File: src/rtl/trap_pkg.sv
// Package: encodings and shared types for the conditional trap unit.
// Assumes a 32-bit instruction word with fixed field positions.
package trap_pkg;

    localparam int INSN_W  = 32;
    localparam int MASK_W  = 5;
    localparam int RIDX_W  = 5;
    localparam int IMM_W   = 16;
    localparam int PO_W    = 6;
    localparam int XO_W    = 10;

    // field positions (lsb) inside the instruction word
    localparam int PO_LSB   = 26;
    localparam int MASK_LSB = 21;
    localparam int RA_LSB   = 16;
    localparam int RB_LSB   = 11;
    localparam int XO_LSB   = 1;
    localparam int IMM_LSB  = 0;

    // opcode values
    localparam logic [PO_W-1:0] PO_DW_IMM = 6'd2;
    localparam logic [PO_W-1:0] PO_W_IMM  = 6'd3;
    localparam logic [PO_W-1:0] PO_XGRP   = 6'd31;
    localparam logic [XO_W-1:0] XO_W_REG  = 10'd4;
    localparam logic [XO_W-1:0] XO_DW_REG = 10'd68;

    // position of each test inside the condition mask
    localparam int CB_SLT = 4;
    localparam int CB_SGT = 3;
    localparam int CB_EQ  = 2;
    localparam int CB_ULT = 1;
    localparam int CB_UGT = 0;

    typedef enum logic [2:0] {
        FORM_NONE   = 3'd0,
        FORM_DW_IMM = 3'd1,
        FORM_W_IMM  = 3'd2,
        FORM_W_REG  = 3'd3,
        FORM_DW_REG = 3'd4
    } trap_form_e;

    // true when the form compares word-sized operands
    function automatic logic form_is_word(trap_form_e f);
        return (f == FORM_W_IMM) || (f == FORM_W_REG);
    endfunction

    // true when the second operand comes from the immediate field
    function automatic logic form_is_imm(trap_form_e f);
        return (f == FORM_DW_IMM) || (f == FORM_W_IMM);
    endfunction

endpackage

File: src/rtl/trap_decoder.sv
// Module: trap_decoder
// Splits an instruction word into its fields and classifies it as one of
// the four trap forms or as none. Purely combinational; assumes the
// caller qualifies the result with its own issue strobe.
module trap_decoder
    import trap_pkg::*;
(
    input  logic [INSN_W-1:0] insn_i,
    output trap_form_e        form_o,
    output logic [MASK_W-1:0] mask_o,
    output logic [RIDX_W-1:0] ra_o,
    output logic [RIDX_W-1:0] rb_o,
    output logic [IMM_W-1:0]  imm_o
);

    logic [PO_W-1:0] po;
    logic [XO_W-1:0] xo;

    // field extraction
    always_comb begin
        po     = insn_i[PO_LSB   +: PO_W];
        xo     = insn_i[XO_LSB   +: XO_W];
        mask_o = insn_i[MASK_LSB +: MASK_W];
        ra_o   = insn_i[RA_LSB   +: RIDX_W];
        rb_o   = insn_i[RB_LSB   +: RIDX_W];
        imm_o  = insn_i[IMM_LSB  +: IMM_W];
    end

    // form classification from primary and extended opcodes
    always_comb begin
        form_o = FORM_NONE;
        unique case (po)
            PO_DW_IMM: form_o = FORM_DW_IMM;
            PO_W_IMM:  form_o = FORM_W_IMM;
            PO_XGRP: begin
                if (xo == XO_W_REG)       form_o = FORM_W_REG;
                else if (xo == XO_DW_REG) form_o = FORM_DW_REG;
                else                      form_o = FORM_NONE;
            end
            default:   form_o = FORM_NONE;
        endcase
    end

endmodule

File: src/rtl/trap_operand_sel.sv
// Module: trap_operand_sel
// Produces the two full-width comparison operands for a trap form.
// It narrows and sign-extends the register values for the word forms,
// and sign-extends the immediate for the immediate forms.
// Assumes XLEN is even and wider than the immediate.
module trap_operand_sel
    import trap_pkg::*;
#(
    parameter int XLEN = 64
) (
    input  trap_form_e        form_i,
    input  logic [XLEN-1:0]   opa_i,
    input  logic [XLEN-1:0]   opb_i,
    input  logic [IMM_W-1:0]  imm_i,
    output logic [XLEN-1:0]   cmp_a_o,
    output logic [XLEN-1:0]   cmp_b_o
);

    localparam int HALF = XLEN / 2;

    logic [XLEN-1:0] a_word, b_word, imm_ext;

    // sign extension of the low halves and the immediate
    always_comb begin
        a_word  = {{(XLEN-HALF){opa_i[HALF-1]}}, opa_i[HALF-1:0]};
        b_word  = {{(XLEN-HALF){opb_i[HALF-1]}}, opb_i[HALF-1:0]};
        imm_ext = {{(XLEN-IMM_W){imm_i[IMM_W-1]}}, imm_i};
    end

    // choose the operands by form
    always_comb begin
        cmp_a_o = form_is_word(form_i) ? a_word : opa_i;
        if (form_is_imm(form_i))       cmp_b_o = imm_ext;
        else if (form_is_word(form_i)) cmp_b_o = b_word;
        else                           cmp_b_o = opb_i;
    end

endmodule

File: src/rtl/trap_compare.sv
// Module: trap_compare
// Runs the five order tests on two full-width operands and ORs together
// the tests that the mask enables. Combinational.
module trap_compare
    import trap_pkg::*;
#(
    parameter int XLEN = 64
) (
    input  logic [XLEN-1:0]   a_i,
    input  logic [XLEN-1:0]   b_i,
    input  logic [MASK_W-1:0] mask_i,
    output logic              fire_o
);

    logic [MASK_W-1:0] tests;
    logic [MASK_W-1:0] gated;

    // individual order tests, placed at their mask positions
    always_comb begin
        tests          = '0;
        tests[CB_SLT]  = $signed(a_i) <  $signed(b_i);
        tests[CB_SGT]  = $signed(a_i) >  $signed(b_i);
        tests[CB_EQ]   = a_i == b_i;
        tests[CB_ULT]  = a_i <  b_i;
        tests[CB_UGT]  = a_i >  b_i;
    end

    // per-bit gating by the mask
    for (genvar g = 0; g < MASK_W; g++) begin : g_gate
        assign gated[g] = tests[g] & mask_i[g];
    end

    assign fire_o = |gated;

endmodule

File: src/rtl/trap_unit.sv
// Module: trap_unit (top)
// Conditional trap unit. It decodes the issued word, presents the register
// indices to the caller, and registers the hit and trap results one cycle
// after the issue. It also keeps the faulting PC until it is cleared.
// Assumes the operands for the presented indices arrive in the issue cycle.
module trap_unit
    import trap_pkg::*;
#(
    parameter int XLEN = 64
) (
    input  logic              clk,
    input  logic              rst_n,
    input  logic              issue_i,
    input  logic [31:0]       insn_i,
    input  logic [XLEN-1:0]   opa_i,
    input  logic [XLEN-1:0]   opb_i,
    input  logic [XLEN-1:0]   pc_i,
    input  logic              clr_i,
    output logic [4:0]        ra_idx_o,
    output logic [4:0]        rb_idx_o,
    output logic              hit_o,
    output logic              trap_o,
    output logic [XLEN-1:0]   fault_pc_o
);

    trap_form_e        form;
    logic [MASK_W-1:0] mask;
    logic [IMM_W-1:0]  imm;
    logic [XLEN-1:0]   cmp_a, cmp_b;
    logic              cond_fire;
    logic              is_trap_insn;
    logic              fire_now;

    logic              hit_q, trap_q;
    logic [XLEN-1:0]   pc_q;

    trap_decoder u_dec (
        .insn_i (insn_i),
        .form_o (form),
        .mask_o (mask),
        .ra_o   (ra_idx_o),
        .rb_o   (rb_idx_o),
        .imm_o  (imm)
    );

    trap_operand_sel #(.XLEN(XLEN)) u_sel (
        .form_i  (form),
        .opa_i   (opa_i),
        .opb_i   (opb_i),
        .imm_i   (imm),
        .cmp_a_o (cmp_a),
        .cmp_b_o (cmp_b)
    );

    trap_compare #(.XLEN(XLEN)) u_cmp (
        .a_i    (cmp_a),
        .b_i    (cmp_b),
        .mask_i (mask),
        .fire_o (cond_fire)
    );

    // qualify the decode and the condition with the issue strobe
    always_comb begin
        is_trap_insn = (form != FORM_NONE);
        fire_now     = issue_i & is_trap_insn & cond_fire;
    end

    // result registers and fault PC capture
    always_ff @(posedge clk) begin
        if (!rst_n) begin
            hit_q  <= 1'b0;
            trap_q <= 1'b0;
            pc_q   <= '0;
        end else begin
            hit_q  <= issue_i & is_trap_insn;
            trap_q <= fire_now;
            if (fire_now)   pc_q <= pc_i;
            else if (clr_i) pc_q <= '0;
        end
    end

    assign hit_o      = hit_q;
    assign trap_o     = trap_q;
    assign fault_pc_o = pc_q;

endmodule

File: config.mk
export PLATFORM = sky130hd
export DESIGN_NAME = trap_unit
export DESIGN_NICKNAME = d
export VERILOG_FILES = /design/src/rtl/trap_pkg.sv /design/src/rtl/trap_decoder.sv /design/src/rtl/trap_operand_sel.sv /design/src/rtl/trap_compare.sv /design/src/rtl/trap_unit.sv
export SDC_FILE = /design/constraint.sdc
export NUM_CORES = 1
export LEC_CHECK = 0
export BUFFER_PORTS_ARGS = -buffer_cell sky130_fd_sc_hd__buf_4
export CORE_ASPECT_RATIO = 1.5
export CORE_MARGIN = 2
export CORE_UTILIZATION = 30
export CTS_CLUSTER_DIAMETER = 100
export DETAILED_ROUTE_END_ITERATION = 10
export HOLD_SLACK_MARGIN = 0.12
export PLACE_DENSITY_LB_ADDON = 0.3
export REMOVE_ABC_BUFFERS = 1
export SYNTH_ARGS = -nofsm -noshare
export SYNTH_HDL_FRONTEND = slang
export SYNTH_HIERARCHICAL = 1
export SYNTH_SLANG_ARGS = --single-unit
File: constraint.sdc
create_clock -name clk -period 4.11 [get_ports clk]
set_input_delay 0.411 -clock clk [delete_from_list [all_inputs] [get_ports clk]]
set_output_delay 0.411 -clock clk [all_outputs]
set_load 0.01 [all_outputs]
==> Word level (Yosys, flattened, before mapping) <==
Cells that the tools add are included.
{ "totals": {"ff_bits": 66, "latchBits": 0, "ramBits": 0, "rom_bits": 0, "input_bits": 228, "output_inout_bits": 76, "elab_cells": 36, "mem_count": 0} }
{ "classes": {"addsub": 0, "multipliers": 0, "n_div": 0, "magnitude_cmp": 4, "eq_ne": 9, "shift": 0, "n_mux": 8, "n_bitwise": 7, "reduce_logical": 5} }
{ "ops": {"columns": ["operator", "count"], "rows": [
  ["2-to-1 mux 64 bit", 5],
  ["greater-than comparator 64 bit", 2],
  ["< comparator 64 bit", 2],
  ["== test 64 bit", 1],
  ["== test 6 x 2 -> 1 bit (second input constant)", 2],
  ["== test 10 x 3 -> 1 bit (second input constant)", 1],
  ["== test 10 x 7 -> 1 bit (second input constant)", 1],
  ["one-hot mux 3 bit (3 select lines)", 1],
  ["bitwise AND 1 bit", 7],
  ["== test 3 x 2 -> 1 bit (second input constant)", 2],
  ["== test 6 x 5 -> 1 bit (second input constant)", 1],
  ["2-to-1 mux 3 bit", 2],
  ["OR reduction 5 bit", 1],
  ["== test 3 x 1 -> 1 bit (second input constant)", 1],
  ["nonzero test 3 bit", 1],
  ["logical OR 1 bit", 2],
  ["nonzero test 2 bit", 1]
]} }

==> Logic depth before layout (Yosys ltp) <==
Gate-level depths: netlist of the first run.
{ "depth": {"ltp_word": 13, "depth_mapped": 20, "depth_no_buf": 16} }

==> By module <==
The synthesis of the first run kept the hierarchy.
{ "by_module_without_submodules": {"columns": ["module", "instances", "cells_each", "area_each_um2", "seq_area_each_um2"], "rows": [
  ["trap_unit", 1, 288, 2857.7, 1321.3],
  ["trap_compare", 1, 240, 1709.1, 0.0],
  ["trap_operand_sel", 1, 188, 1243.7, 0.0],
  ["trap_decoder", 1, 43, 315.3, 0.0]
]} }

==> Worst setup path after synthesis of the first run <==
Ideal clock, no wire load.
{ "synth_timing": {"kind": "input-to-reg", "from": "in insn_i[29]", "to": "reg pc_q[10] (netlist: fault_pc_o[10])", "setup_ps": 72, "t_arrival_ps": 4373, "required_time_ps": 4038, "slack_ps": -335, "path_stages": 19, "path_buffers": 3, "cell_sequence": "or3_1 -> or4b_1 -> o21ai_0 -> xnor2_1 -> nor3b_2 -> buf_2 -> a21o_1 -> inv_1 -> ha_1 -> a21oi_1 -> o21ai_1 -> a221oi_1 -> o22ai_1 -> nor4_1 -> mux2i_1 -> o311a_1 -> buf_6 -> buf_6 -> mux2i_1"} }
{ "synth_between": {"elab_cells_between_ends": 28, "cone_classes": "order compare: 4; eq/ne: 7; mux: 5; bitwise: 7; reduce/logical: 5"} }
{ "synth_lines": {"columns": ["item", "line_no", "source"], "rows": [
  ["start, declared", "trap_unit.sv:14", "input logic [31:0] insn_i,"],
  ["== test 6 x 5 -> 1 bit / == test 6 x 2 -> 1 bit (equally long branches)", "trap_decoder.sv:32", "unique case (po)"],
  ["one-hot mux 3 bit (3 select lines) (*)", "trap_decoder.sv:32", null],
  ["named net form[0]", "trap_unit.sv:26", "trap_form_e form;"],
  ["== test 3 x 1 -> 1 bit / == test 3 x 2 -> 1 bit (equally long branches)", "trap_pkg.sv:49", "return (f == FORM_DW_IMM) || (f == FORM_W_IMM);"],
  ["logical OR 1 bit (*)", "trap_pkg.sv:49", null],
  ["2-to-1 mux 64 bit (*)", "trap_operand_sel.sv:33", "if (form_is_imm(form_i)) cmp_b_o = imm_ext;"],
  ["named net cmp_b[23]", "trap_unit.sv:29", "logic [XLEN-1:0] cmp_a, cmp_b;"],
  ["greater-than comparator 64 bit, or another cell as far along", "trap_compare.sv:25", "tests[CB_UGT] = a_i > b_i;"],
  ["bitwise AND 1 bit", "trap_compare.sv:30", "assign gated[g] = tests[g] & mask_i[g];"],
  ["OR reduction 5 bit (*)", "trap_compare.sv:33", "assign fire_o = |gated;"],
  ["named net cond_fire", "trap_unit.sv:30", "logic cond_fire;"],
  ["bitwise AND 1 bit (*)", "trap_unit.sv:65", "fire_now = issue_i & is_trap_insn & cond_fire;"],
  ["2-to-1 mux 64 bit / nonzero test 2 bit (equally long branches)", null, null],
  ["end signal, assigned", "trap_unit.sv:77", "if (fire_now) pc_q <= pc_i;"],
  ["end, declared", "trap_unit.sv:35", "logic [XLEN-1:0] pc_q;"]
]} }
The timed path passes the listed nets; every way through them passes the cells marked *.
A chain may end at the register's enable or synchronous reset.

==> Worst setup path in the final report of the first run <==
{ "layout_timing": {"from": "in insn_i[29]", "to": "reg pc_q[42] (netlist: fault_pc_o[42])"} }
{ "layout_between": {"elab_chain_cells": 11, "elab_cells_between_ends": 28, "cone_classes": "order compare: 4; eq/ne: 7; mux: 5; bitwise: 7; reduce/logical: 5"} }
{ "layout_rtl": {"columns": ["item", "line_no", "source"], "rows": [
  ["== test 6 x 5 -> 1 bit / == test 6 x 2 -> 1 bit (equally long branches)", "trap_decoder.sv:32", null],
  ["one-hot mux 3 bit (3 select lines) (*)", "trap_decoder.sv:32", null],
  ["named net form[0]", "trap_unit.sv:26", null],
  ["== test 3 x 2 -> 1 bit (on tied branches)", "trap_pkg.sv:44, trap_pkg.sv:49", null],
  ["logical OR 1 bit", "trap_pkg.sv:44", "return (f == FORM_W_IMM) || (f == FORM_W_REG);"],
  ["2-to-1 mux 64 bit", "trap_operand_sel.sv:34", "else if (form_is_word(form_i)) cmp_b_o = b_word;"],
  ["2-to-1 mux 64 bit (*)", "trap_operand_sel.sv:33", null],
  ["named net cmp_b[53]", "trap_unit.sv:29", null],
  ["greater-than comparator 64 bit, or another cell as far along", "trap_compare.sv:25", null],
  ["bitwise AND 1 bit", "trap_compare.sv:30", null],
  ["OR reduction 5 bit (*)", "trap_compare.sv:33", null],
  ["named net cond_fire", "trap_unit.sv:30", null],
  ["bitwise AND 1 bit (*)", "trap_unit.sv:65", null],
  ["2-to-1 mux 64 bit / nonzero test 2 bit (equally long branches)", null, null]
]} }
Marks and branches as above.

==> results.toml, run 1 <==
[outcome]
outcome = "finished with violations"
violations = "negative setup slack"

[yosys]
syn_inst = 759
synth_top_area_share_pct = 21.6
synth_seq_cells = 66
ys.flop_type = "dfxtp_1"
synth_area_leaders = "dfxtp_1, ha_1, mux2i_1"
synthArstFlopShare_pct = 0
synthMostInstantiatedCell = "nand2_1"
synth_cell_types = 54
synth_common_cells = "nand2_1, inv_1, dfxtp_1, mux2i_1"
yosysWarnings = 6
netlist.top_cell.by_area = "dfxtp_1"
avgSynthCellArea_um2 = 8.07
synth_area_um2 = 6130
synth_edf_count = 0
yosysSeqAreaShare_pct = 21.6

[sta]
worstMarginPinSlew_ns = 0.967
relSlewSlack_pct = 35.5
period_share_pct = 110
fin_ws_ns = -0.419
fmax_mhz = 221
setup_viol = 65
min_period_ns = 4.53
rsz0062_at_grt = "yes"
finalClockSkew_ns = 0
whs_ns = 0.326
finalHoldViolCount = 0
maxSlewViolCount = 0

[global_routing]
grt_pass1_vias = 6253
grt_overflow = 0
grt_usage_pct = 17.6
antenna_found_initial = 0
grt_max_degree = 102
grt_pass1_wl_mm = 30.3

[worst_setup_path]
cp_max_fo = 7
worstRegToRegCells = 2
critPathRequiredTime_ns = 4.37
setup.worst_path.end_class = "register"
cp.arrival_ns = 4.79
crit_path_start_kind = "input port"
crit_type = "in2reg"

[cts]
clockBufferDepth = 2
cts_buffers = 9
cts_hold_buf = 0
clk_pin_slew_ns = 0.06
cts_root_buffer = "clkbuf_16"
clkSinkCount = 66
cts_tree = "yes"
h-tree-depth = 3
clk_latency_ns = 0.33

[flow_run]
drv_cap = 0

[routing]
drt_iter0_markers = 189
vias = 6164
drcViolationCount = 0
routedWlPerCell_um = 15.7
vias_per_cell = 4.73
drt-total-wl_mm = 20.4
dr.pass1.iters = 6
antenna_left = 0

[placement]
io_buffers = 293
post-place-ws_ns = -1.02
place_congestion = 0.780
hpwl_mm = 14.6
placed_area_um2 = 8440

[power]
power.density_nw_per_um2 = 211
ir_drop_v = 0.000289
p_leak_nw = 4.77
total_power_w = 0.00201

[finish]
drive_gt1_share_pct = 43.9
syn_to_final_growth_pct = 55.8
antenna_cells = 0
design_area_um2 = 9540
fin_nets = 1326

[floorplan]
start_util_pct = 30.4
die_h_um = 179
ios = 304
core_um2 = 20200
fp.dieW_um = 121
rows = 64
die_area_um2 = 21600

[min_path]
hold_class = "in2reg"
min_path_cells = 3
## state kept, by name, summed over array words and instances, names as in the netlist
| register | flops |
|---|---|
| fault_pc_o | 64 |
| hit_o | 1 |
| trap_o | 1 |
## power by group
| part | leakage, nW | internal, W | switching [W] |
|---|---|---|---|
| logic | 4.09 | 0.000333 | 0.000241 |
| registers | 0.532 | 0.000643 | 0.00000170 |
| clock network | 0.145 | 0.000502 | 0.000292 |
## repair_timing
| action | 4_1_cts | 5_1_grt |
|---|---|---|
| buffers inserted | 9 | 6 |
| cloned | 5 | 7 |
| gates resized for setup | 42 | 26 |
| setup endpoints to repair | 65 | 65 |
| pin swaps | 15 | 5 |
## placed cells by master, fill, tap and decap left out, drive strengths merged, types with 18 or more instances in the layout
cell    instances
mux2i          66
inv            71
buf           365
nand2         144
nand3b         64
a21oi          27
o21a           32
dfxtp          66
clkbuf         18
ha             64
a21o           20
## final cells by class
type                            count  area (µm²)
Clock buffer                       12         256
Multi-Input combinational cell    515        4160
Inverter                           71         267
Sequential cell                    66        1320
Clock inverter                      4        50.0
Fill cell                        1963       10600
Tap cell                          264         330
Timing Repair Buffer              371        3160
## cell families (layout without fill, tap and decap cells)
group / after synthesis / count (layout) / share of synthesized area [%]
adder cells (fa/ha/maj): 64 / 64 / 13.1
flip-flops: 66 / 66 / 21.6
buffers and inverters: 178 / 458 / 16.2
XOR/XNOR: 1 / 1 / 0.143
AO/OA/AOI/OAI: 107 / 107 / 12.0
multiplexers: 81 / 81 / 14.3
AND/OR/NAND/NOR: 262 / 262 / 22.7
## layer usage
| layer | wire (µm) | up-vias | share of wire, % | track usage, % |
|---|---|---|---|---|
| met5 | 0 | - | 0 | 0 |
| met4 | 448 | 0 | 2.2 | 5.77 |
| met3 | 1760 | 27 | 8.6 | 5.44 |
| met2 | 10600 | 258 | 52 | 32.7 |
| met1 | 7590 | 2794 | 37 | 18.8 |
| li1 | - | 3085 | - | - |
## path summary, 6_finish.rpt
path / from / to / slack (ns)
setup / recovery: insn_i[29] / fault_pc_o[42] / -0.42
hold reg to reg: fault_pc_o[6] / fault_pc_o[6] / 0.49
hold / removal: pc_i[18] / fault_pc_o[18] / 0.33
setup reg to reg: fault_pc_o[34] / fault_pc_o[34] / 3.44
## through the flow
| step | std cells | TNS, ns | utilization [%] |
|---|---|---|---|
| after floorplan | 652 | -195.64 | - |
| after global placement | 1261 | -59.13 | 41.8 |
| after detailed placement | 1261 | -64.09 | 41.8 |
| after CTS | 1291 | -18.92 | 45.6 |
| after global routing | 1303 | -38.32 | 47.3 |
| final | 1303 | -24.17 | 47.3 |
## critical path: stages
cell,delay (ns)
buf_4,0.11
or3_4,0.39
or4b_4,0.51
o21ai_4,0.09
buf_6,0.12
buf_4,0.10
mux2i_2,0.07
a21oi_2,0.17
buf_6,0.15
clkbuf_16,0.15
o21a_1,0.13
inv_2,0.05
ha_4,0.26
nand4_1,0.17
buf_4,0.19
nor3_2,0.15
a22oi_1,0.10
a211oi_2,0.37
nor4_2,0.09
mux2i_1,0.23
o311a_4,0.29
buf_12,0.14
clkbuf_16,0.15
mux2i_1,0.18
No activity file was read; power rests on OpenSTA's default activity.
==> run 2, diff against run 1 <==
Settings changed: PLACE_DENSITY_LB_ADDON 0.3 to 0.08.
Clock period 4.11 ns to 5.9 ns, I/O delays scaled along.
==> results.toml, run 2 (synthesized netlist as in run 1, its figures left out) <==
[cts]
cts.repair.resized = 0
clk_latency_ns = 0.32
cts_root_buffer = "clkbuf_16"
clockBufferDepth = 2
cts_hold_buf = 0
cts_tree = "yes"
clkSinkCount = 66
cts_setup_buffers = 0
h-tree-depth = 3
clk_pin_slew_ns = 0.05
cts_buffers = 9

[sta]
min_period_ns = 5.02
rsz0062_at_grt = "no"
maxSlewViolCount = 0
worstMarginPinSlew_ns = 0.752
finalHoldViolCount = 0
fin_ws_ns = 0.881
whs_ns = 0.489
relSlewSlack_pct = 49.9
setup_viol = 0
finalClockSkew_ns = 0
fmax_mhz = 199
period_share_pct = 85.1

[worst_setup_path]
critPathRequiredTime_ns = 6.15
cp_max_fo = 16
critPathLaunch = "insn_i[8]"
worstRegToRegCells = 2
crit_path_start_kind = "input port"
reg2reg_to = "fault_pc_o[21]"
crit_end = "fault_pc_o[27]"
cp.arrival_ns = 5.27
setup.worst_path.end_class = "register"
crit_type = "in2reg"
r2r_slack_ns = 5.25
r2r-start = "fault_pc_o[21]"

[finish]
fillers = 2133
syn_to_final_growth_pct = 38.6
final_common_cell = "buf_4"
drive_gt1_share_pct = 36.2
fin_nets = 1267
largest_reg_flops = 64
final_cell_mix = "buf_4, nand2_1, inv_1"

[flow_run]
drv_cap = 0

[global_routing]
grt_usage_pct = 17.4
grt_overflow = 0
grt_max_degree = 79
grt_pass1_vias = 5846
grt_pass1_wl_mm = 29.5
antenna_found_initial = 1

[floorplan]
rows = 64
fp.dieW_um = 121
core_um2 = 20200
die_area_um2 = 21600
start_util_pct = 30.4
ios = 304
die_h_um = 179

[routing]
vias_per_cell = 4.59
antenna_left = 0
drt_iter0_markers = 143
drcViolationCount = 0
routedWlPerCell_um = 15.6
drt-total-wl_mm = 19.4
dr.pass1.iters = 4
vias = 5716

[placement]
io_buffers = 293
place_congestion = 0.788
hpwl_mm = 15.7
post-place-ws_ns = 0.409

[min_path]
hold_class = "reg2reg"
min_path_cells = 2

[power]
pwr-share-comb_pct = 25.4
clock_power_share_pct = 40.8
power_frac_seq_pct = 33.7
p_leak_nw = 4.35
power.density_nw_per_um2 = 157
switchingPower_w = 0.000341
ir_drop_v = 0.000158
p_sw_share_pct = 25.6
p_int_w = 0.000991

[outcome]
outcome = "finished clean"
-- run 2: changes by cell type in the layout (fill, tap and decap cells not counted), moves of 4 or more --
| cell | delta |
|---|---|
| buf_4 | -36 |
| clkbuf_16 | -6 |
| buf_6 | -7 |
| a21oi_2 | -4 |
| ha_1 | +13 |
| ha_4 | -13 |
| buf_12 | -4 |
| a21oi_1 | +4 |
| inv_2 | -4 |
| inv_1 | +4 |
| buf_16 | -5 |
-- run 2: how the worst min path moves through the flow --
stage,endpoint,startpoint,slack [ns]
CTS,fault_pc_o[33],fault_pc_o[33],0.49
finish,fault_pc_o[33],fault_pc_o[33],0.49
global placement,fault_pc_o[47],fault_pc_o[47],0.48
global route,fault_pc_o[46],fault_pc_o[46],0.50
floorplan,fault_pc_o[0],fault_pc_o[0],0.51
detailed placement,fault_pc_o[29],fault_pc_o[29],0.48
-- run 2: per-layer routing --
| layer | routed length, µm | up-vias | share of wire (%) | track usage [%] |
|---|---|---|---|---|
| li1 | - | 2959 | - | - |
| met2 | 9950 | 189 | 51 | 31.7 |
| met1 | 7280 | 2552 | 38 | 18.5 |
| met4 | 407 | 0 | 2.1 | 5.72 |
| met3 | 1760 | 16 | 9.1 | 6.23 |
| met5 | 0 | - | 0 | 0 |
-- run 2: critical path: stages --
cell	delay (ns)
buf_4	0.11
nor4b_1	0.43
buf_4	0.19
nand4_1	0.08
a21boi_0	0.19
buf_4	0.18
nor2b_1	0.23
nand2_1	0.34
buf_4	0.28
nand2_1	0.06
ha_1	0.25
a21oi_1	0.15
o21ai_1	0.12
a221oi_2	0.41
o211ai_2	0.12
nor4_1	0.33
mux2i_1	0.27
o311a_4	0.46
buf_4	0.27
mux2i_1	0.19
-- run 2: area by class of cell --
cell class | instances | area [µm²] | area share [%]
clock inverter | 5 | 52.6 | 0.619
multi-input combinational | 515 | 3830 | 45.2
clock buffer | 11 | 253 | 2.98
antenna | 1 | 2.50 | 0.0295
inverter | 71 | 267 | 3.14
sequential | 66 | 1320 | 15.6
tap | 264 | 330 | 3.89
timing repair buffer | 312 | 2430 | 28.6
-- run 2: metrics by stage --
step	util, %	std cells	TNS, ns	power [W]	cell area [µm²]
after floorplan	-	652	-90.93	0.000618	5400
after global placement	40.5	1228	0	0.000802	8180
after detailed placement	40.5	1228	0	0.000802	8180
after CTS	42.1	1244	0	0.00136	8490
after global routing	42.1	1245	0	0.00141	8490
final	42.1	1245	0	0.00133	8490
-- run 2: power by group through the flow --
stage	logic (W)	clock network (W)	registers, W
3_3_place_gp	0.000343	0	0.000459
5_1_grt	0.000382	0.000583	0.000449
2_1_floorplan	0.000159	0	0.000460
6_report	0.000339	0.000544	0.000449
3_5_place_dp	0.000343	0	0.000459
4_1_cts	0.000345	0.000563	0.000449
